==> src/rtl/mb_pkg.sv <==
// Package: shared widths, port addresses and bit positions for the mailbox.
// Assumes byte-wide buses; the status bit positions are fixed at 0 and 7.
package mb_pkg;
    localparam int DATA_W = 8;
    localparam int HA_W   = 2;
    localparam int CA_W   = 3;

    // Host port map
    localparam logic [HA_W-1:0] H_CMD_STAT = 2'd0;
    localparam logic [HA_W-1:0] H_DATA     = 2'd1;
    localparam logic [HA_W-1:0] H_CTRL     = 2'd2;

    // Coprocessor port map
    localparam logic [CA_W-1:0] C_CMD   = 3'd0;
    localparam logic [CA_W-1:0] C_DRD   = 3'd1;
    localparam logic [CA_W-1:0] C_DWR   = 3'd2;
    localparam logic [CA_W-1:0] C_STAT  = 3'd3;
    localparam logic [CA_W-1:0] C_CLR   = 3'd4;

    // Status byte layout
    localparam int ST_CMD_BIT  = 0;
    localparam int ST_DATA_BIT = 7;

    // Control byte layout
    localparam int CT_RST_BIT = 7;
    localparam int CT_NMI_BIT = 6;
    localparam int CT_LED_BIT = 5;

    // Flag vector indices
    localparam int NFLAGS = 2;
    localparam int F_CMD  = 0;
    localparam int F_DATA = 1;
endpackage

==> src/rtl/mb_flags.sv <==
// Module: mb_flags - a vector of independent set/clear flags.
// Each flag is set when its set input is high (set has priority over
// clear), cleared when only its clear input is high, else it holds.
// Assumes synchronous active-low reset to all zeros.
module mb_flags #(
    parameter int N = 2
) (
    input  logic         clk,
    input  logic         rst_n,
    input  logic [N-1:0] set_i,
    input  logic [N-1:0] clr_i,
    output logic [N-1:0] q_o
);
    for (genvar g = 0; g < N; g++) begin : g_flag
        // Set-dominant flag bit g
        always_ff @(posedge clk) begin
            if (!rst_n)          q_o[g] <= 1'b0;
            else if (set_i[g])   q_o[g] <= 1'b1;
            else if (clr_i[g])   q_o[g] <= 1'b0;
        end
    end
endmodule

==> src/rtl/mb_reg.sv <==
// Module: mb_reg - a holding register with a load enable.
// Assumes synchronous active-low reset to zero.
module mb_reg #(
    parameter int W = 8
) (
    input  logic         clk,
    input  logic         rst_n,
    input  logic         ld_i,
    input  logic [W-1:0] d_i,
    output logic [W-1:0] q_o
);
    // Capture the byte on load, keep it otherwise
    always_ff @(posedge clk) begin
        if (!rst_n)     q_o <= '0;
        else if (ld_i)  q_o <= d_i;
    end
endmodule

==> src/rtl/mb_ctrl.sv <==
// Module: mb_ctrl - coprocessor side channels driven by host control writes.
// rst_req starts a reset of RST_CYCLES cycles (a new request restarts it),
// nmi_req gives a one-cycle pulse, led_req inverts the LED drive.
// Assumes the request inputs are already qualified by the write strobe.
module mb_ctrl #(
    parameter int RST_CYCLES = 16
) (
    input  logic clk,
    input  logic rst_n,
    input  logic rst_req,
    input  logic nmi_req,
    input  logic led_req,
    output logic cop_reset,
    output logic cop_nmi,
    output logic led_on
);
    localparam int CW = $clog2(RST_CYCLES + 1);

    logic [CW-1:0] cnt_q;

    // Reset stretcher: load on request, count down to zero
    always_ff @(posedge clk) begin
        if (!rst_n)              cnt_q <= '0;
        else if (rst_req)        cnt_q <= CW'(RST_CYCLES);
        else if (cnt_q != '0)    cnt_q <= cnt_q - 1'b1;
    end

    assign cop_reset = (cnt_q != '0);

    // One-cycle NMI pulse following a request
    always_ff @(posedge clk) begin
        if (!rst_n) cop_nmi <= 1'b0;
        else        cop_nmi <= nmi_req;
    end

    // LED drive, lit after reset, inverted on request
    always_ff @(posedge clk) begin
        if (!rst_n)       led_on <= 1'b1;
        else if (led_req) led_on <= ~led_on;
    end
endmodule

==> src/rtl/host_mailbox.sv <==
// Module: host_mailbox - byte mailbox between a host bus and a
// coprocessor bus with command-pending and data-ready flags, plus
// host-driven reset, NMI and LED side channels.
// Assumes one shared clock, single-cycle read/write strobes, and
// combinational read data that shows state before the strobe's edge.
module host_mailbox
    import mb_pkg::*;
#(
    parameter int RST_CYCLES = 16
) (
    input  logic              clk,
    input  logic              rst_n,
    input  logic              h_wr,
    input  logic              h_rd,
    input  logic [HA_W-1:0]   h_addr,
    input  logic [DATA_W-1:0] h_wdata,
    output logic [DATA_W-1:0] h_rdata,
    input  logic              c_wr,
    input  logic              c_rd,
    input  logic [CA_W-1:0]   c_addr,
    input  logic [DATA_W-1:0] c_wdata,
    output logic [DATA_W-1:0] c_rdata,
    output logic              cop_reset,
    output logic              cop_nmi,
    output logic              led_on
);
    // Decoded accesses
    logic h_cmd_wr, h_dat_wr, h_dat_rd, h_ctl_wr;
    logic c_dat_rd, c_dat_wr, c_clr_hit;

    logic [NFLAGS-1:0] flag_set, flag_clr, flags;
    logic              cmd_flag, data_flag;
    logic [DATA_W-1:0] cmd_q, h2c_q, c2h_q, status;

    // Decode both bus strobes into access events
    always_comb begin
        h_cmd_wr  = h_wr && (h_addr == H_CMD_STAT);
        h_dat_wr  = h_wr && (h_addr == H_DATA);
        h_dat_rd  = h_rd && (h_addr == H_DATA);
        h_ctl_wr  = h_wr && (h_addr == H_CTRL);
        c_dat_rd  = c_rd && (c_addr == C_DRD);
        c_dat_wr  = c_wr && (c_addr == C_DWR);
        c_clr_hit = (c_rd || c_wr) && (c_addr == C_CLR);
    end

    // Route access events onto flag set/clear lines
    always_comb begin
        flag_set         = '0;
        flag_clr         = '0;
        flag_set[F_CMD]  = h_cmd_wr;
        flag_clr[F_CMD]  = c_clr_hit;
        flag_set[F_DATA] = h_dat_wr || c_dat_wr;
        flag_clr[F_DATA] = h_dat_rd || c_dat_rd;
    end

    mb_flags #(.N(NFLAGS)) u_flags (
        .clk   (clk),
        .rst_n (rst_n),
        .set_i (flag_set),
        .clr_i (flag_clr),
        .q_o   (flags)
    );

    assign cmd_flag  = flags[F_CMD];
    assign data_flag = flags[F_DATA];

    mb_reg #(.W(DATA_W)) u_cmd (
        .clk (clk), .rst_n (rst_n), .ld_i (h_cmd_wr), .d_i (h_wdata), .q_o (cmd_q)
    );

    mb_reg #(.W(DATA_W)) u_h2c (
        .clk (clk), .rst_n (rst_n), .ld_i (h_dat_wr), .d_i (h_wdata), .q_o (h2c_q)
    );

    mb_reg #(.W(DATA_W)) u_c2h (
        .clk (clk), .rst_n (rst_n), .ld_i (c_dat_wr), .d_i (c_wdata), .q_o (c2h_q)
    );

    mb_ctrl #(.RST_CYCLES(RST_CYCLES)) u_ctrl (
        .clk       (clk),
        .rst_n     (rst_n),
        .rst_req   (h_ctl_wr && h_wdata[CT_RST_BIT]),
        .nmi_req   (h_ctl_wr && h_wdata[CT_NMI_BIT]),
        .led_req   (h_ctl_wr && h_wdata[CT_LED_BIT]),
        .cop_reset (cop_reset),
        .cop_nmi   (cop_nmi),
        .led_on    (led_on)
    );

    // Assemble the shared status byte
    always_comb begin
        status              = '0;
        status[ST_CMD_BIT]  = cmd_flag;
        status[ST_DATA_BIT] = data_flag;
    end

    // Host read mux
    always_comb begin
        unique case (h_addr)
            H_CMD_STAT: h_rdata = status;
            H_DATA:     h_rdata = c2h_q;
            default:    h_rdata = '0;
        endcase
    end

    // Coprocessor read mux
    always_comb begin
        unique case (c_addr)
            C_CMD:   c_rdata = cmd_q;
            C_DRD:   c_rdata = h2c_q;
            C_STAT:  c_rdata = status;
            default: c_rdata = '0;
        endcase
    end
endmodule

==> config.mk <==
export PLATFORM = sky130hd
export DESIGN_NAME = host_mailbox
export DESIGN_NICKNAME = d
export VERILOG_FILES = /design/src/rtl/mb_pkg.sv /design/src/rtl/mb_flags.sv /design/src/rtl/mb_reg.sv /design/src/rtl/mb_ctrl.sv /design/src/rtl/host_mailbox.sv
export SDC_FILE = /design/constraint.sdc
export NUM_CORES = 1
export LEC_CHECK = 0
export BUFFER_PORTS_ARGS = -buffer_cell sky130_fd_sc_hd__buf_4
export CORE_UTILIZATION = 40
export CTS_BUF_LIST = sky130_fd_sc_hd__clkbuf_8
export DETAILED_ROUTE_END_ITERATION = 8
export PLACE_DENSITY = 0.76
export SETUP_SLACK_MARGIN = 0.15
export SLEW_MARGIN = 25
export SYNTH_ARGS = -nofsm -noshare
export SYNTH_HDL_FRONTEND = slang
export SYNTH_SLANG_ARGS = --single-unit
==> constraint.sdc <==
create_clock -name clk -period 3.8 [get_ports clk]
set_clock_uncertainty 0.15 [all_clocks]
set_input_delay 0.19 -clock clk [delete_from_list [all_inputs] [get_ports clk]]
set_output_delay 0.19 -clock clk [all_outputs]
set_load 0.005 [all_outputs]
==> results.ini <==
[placement]
placed_area_um2 = 1870
io_buffers = 45
dp_hpwl_um = 2430
placed_cells = 260
place_congestion = 0.758

[logic_synthesis]
ys_types = 35
synth.largest_area_cell = dfxtp_1
yosys-top-cells-area = dfxtp_1, mux2i_1, nand2_1
yosysWarnings = 0
ys_ff_latch = 33
synth.avg_cell_area_um2 = 8.62
syn_inst = 178
yosysSeqAreaShare_pct = 43.0
syn_area_um2 = 1540
synthTopCellsByCount = dfxtp_1, nand2_1, nor2_1, mux2i_1, a21oi_1
synth-edff-count = 0
netlist.area_leader.share_pct = 43.0
synth_ff_type = dfxtp_1
ys_async_sr_fraction_pct = 0
synth_nets = 206
synth.most_common_cell = dfxtp_1

[sta]
period_share_pct = 46.9
slew_viol_final = 0
setup-violations-final = 0
tns_ps = 0
slew_headroom_pct = 41.5
worst_slew_pin_slew_ps = 874
hold_viol = 0
period_minus_slack_ps = 1780
max_freq_mhz = 561
rsz0062_at_grt = no

[clock_tree]
cts-root-buf = clkbuf_8
clockBufferDepth = 2
cts_tree = built
clk_latency_ps = 280
clock_sinks = 33
htree_levels = 2
cts_resized = 0
cts-buffers-inserted = 5
clk_pin_slew_ps = 60

[route]
route.detailed.drc = 0
wire_per_inst_um = 12.4
drt_iter0_drc = 56
vias_per_cell = 4.90
via_count = 1317
antenna_left = 0
drt_pass1_iterations = 5
routed_wl_um = 3330

[setup_path]
worstSetupStartpointType = flop
cp_cell_sequence = inv_1 > ha_1 > nor4b_4 > inv_2 > buf_4
critPathMaxFanout = 4
cp_slowest_cell = dfxtp_1
path_class = reg -> out
cp.required_ps = 3460
rr_worst_depth = 5
max_stage_delay_ps = 330
regToRegSetupSlack_ps = 2340
worstPathArrival_ps = 1440
end_kind = output pin

[floorplanning]
core.rowCount = 22
fp.dieArea_um2 = 4090
die_y_um = 64.0
io_pins = 46
coreArea_um2 = 3660
die_width_um = 64.0
start_util_pct = 41.9

[final_layout]
n_antenna_cell = 0
nNetsFinal = 248
syn2layout_area_growth_pct = 29.8
fin_cells = 269
final_area_um2 = 1990
drive_above_1_share_pct = 26.2

[global_routing]
met3_usage_pct = 4.11
grt_util_met1_pct = 19.9
antenna_found_initial = 0
grt_pass1_wl_um = 5120
grt_use_total_pct = 16.1
top_usage_layer = met2
met2_usage_pct = 27.1
first_global_vias = 1178
globalRoute.totalOverflow = 0
grt_start_max_net_pins = 27

[flow_run]
maxCapViolations = 0

[power]
power.density_nw_per_um2 = 458
power.leakage_uw = 0.000835
ir_drop_v = 0.000231

[hold_path]
min_path_cells = 3
min-delay-path-class = in -> reg

[outcome]
status = finished, final reports clean

-- power by group --
group	switching, uW	internal [uW]
sequential	20.4	371
combinational	90.0	96.6
clock	123	211
-- repair_timing --
item                                   in CTS  in global routing
hold buffers                                1                  0
endpoints found under the hold margin       1                  0
buffers inserted                            0                  0
setup endpoints to repair                   0                  0
-- worst paths after layout --
| path | from | end |
|---|---|---|
| worst min register to register | u_c2h.q_o[4] | u_c2h.q_o[4] |
| worst min-delay path | c_wdata[1] | u_c2h.q_o[1] |
| worst max register to register | u_ctrl.cnt_q[0] | u_ctrl.cnt_q[1] |
| worst max-delay path | u_ctrl.cnt_q[0] | cop_reset |
-- cell families (layout without fill, tap and decap cells) --
group | count (synthesis) | in the layout | synth area share [%]
flip-flops | 33 | 33 | 43.0
adder cells (fa/ha/maj) | 1 | 1 | 0.815
buffers and inverters | 15 | 58 | 5.30
AND/OR/NAND/NOR | 84 | 84 | 27.9
XOR/XNOR | 3 | 3 | 1.71
multiplexers | 20 | 20 | 13.0
AO/OA/AOI/OAI | 22 | 22 | 8.23
-- through the flow --
step / total power, uW / setup slack (ps) / hold slack [ps] / util [%]
3_3_place_gp: 581 / 2140 / 258 / 51.0
6_report: 913 / 2020 / 1.81 / 54.4
3_5_place_dp: 587 / 2090 / 266 / 51.0
4_1_cts: 917 / 2010 / 2.23 / 54.4
2_1_floorplan: 527 / 2450 / 102 / -
5_1_grt: 957 / 1930 / 2.78 / 54.4
-- metal layers --
metal / up-vias / part of all wire (%) / routed length [um]
met5: - / 0 / 0
met2: 34 / 48 / 1600
met3: 4 / 4.7 / 156
li1: 680 / - / -
met4: 0 / 0.93 / 31
met1: 599 / 46 / 1550
-- cell usage in the layout, fill, tap and decap left out, drive strengths merged --
master,Yosys,routed
a211oi,1,1
a21oi,15,15
a31oi,1,1
and2,6,6
and4bb,1,1
buf,8,45
bufinv,0,1
clkbuf,3,6
clkinv,1,1
dfxtp,33,33
dlygate4sd3,0,1
ha,1,1
inv,3,4
mux2i,20,20
nand2,28,28
nand2b,1,1
nand3,8,8
nand3b,3,3
nand4b,2,2
nand4bb,1,1
nor2,25,25
nor2b,1,1
nor3,4,4
nor3b,1,1
nor4b,2,2
o211ai,1,1
o21a,2,2
o21ai,2,2
or2,1,1
xnor2,2,2
xor2,1,1
-- critical path: cells and delay by family, from the launching register on --
family | cells | cell delay (ps)
flip-flops | 1 | 330
buffers and inverters | 3 | 330
AND/OR/NAND/NOR | 1 | 300
adder cells (fa/ha/maj) | 1 | 200
-- cell type report --
cell class	count	area, um2
Clock buffer	6	82.6
Clock inverter	2	33.8
Fill cell	341	1670
Inverter	4	15.0
Multi-Input combinational cell	130	793
Sequential cell	33	661
Tap cell	48	60.1
Timing Repair Buffer	46	348
-- flip-flops by register name (all words and copies together), names as in the netlist --
signal	cells
u_cmd.q_o	8
u_c2h.q_o	8
u_ctrl.led_on	1
u_ctrl.cop_nmi	1
u_flags.q_o	2
u_h2c.q_o	8
u_ctrl.cnt_q	5
No activity file was read; power rests on OpenSTA's default activity.
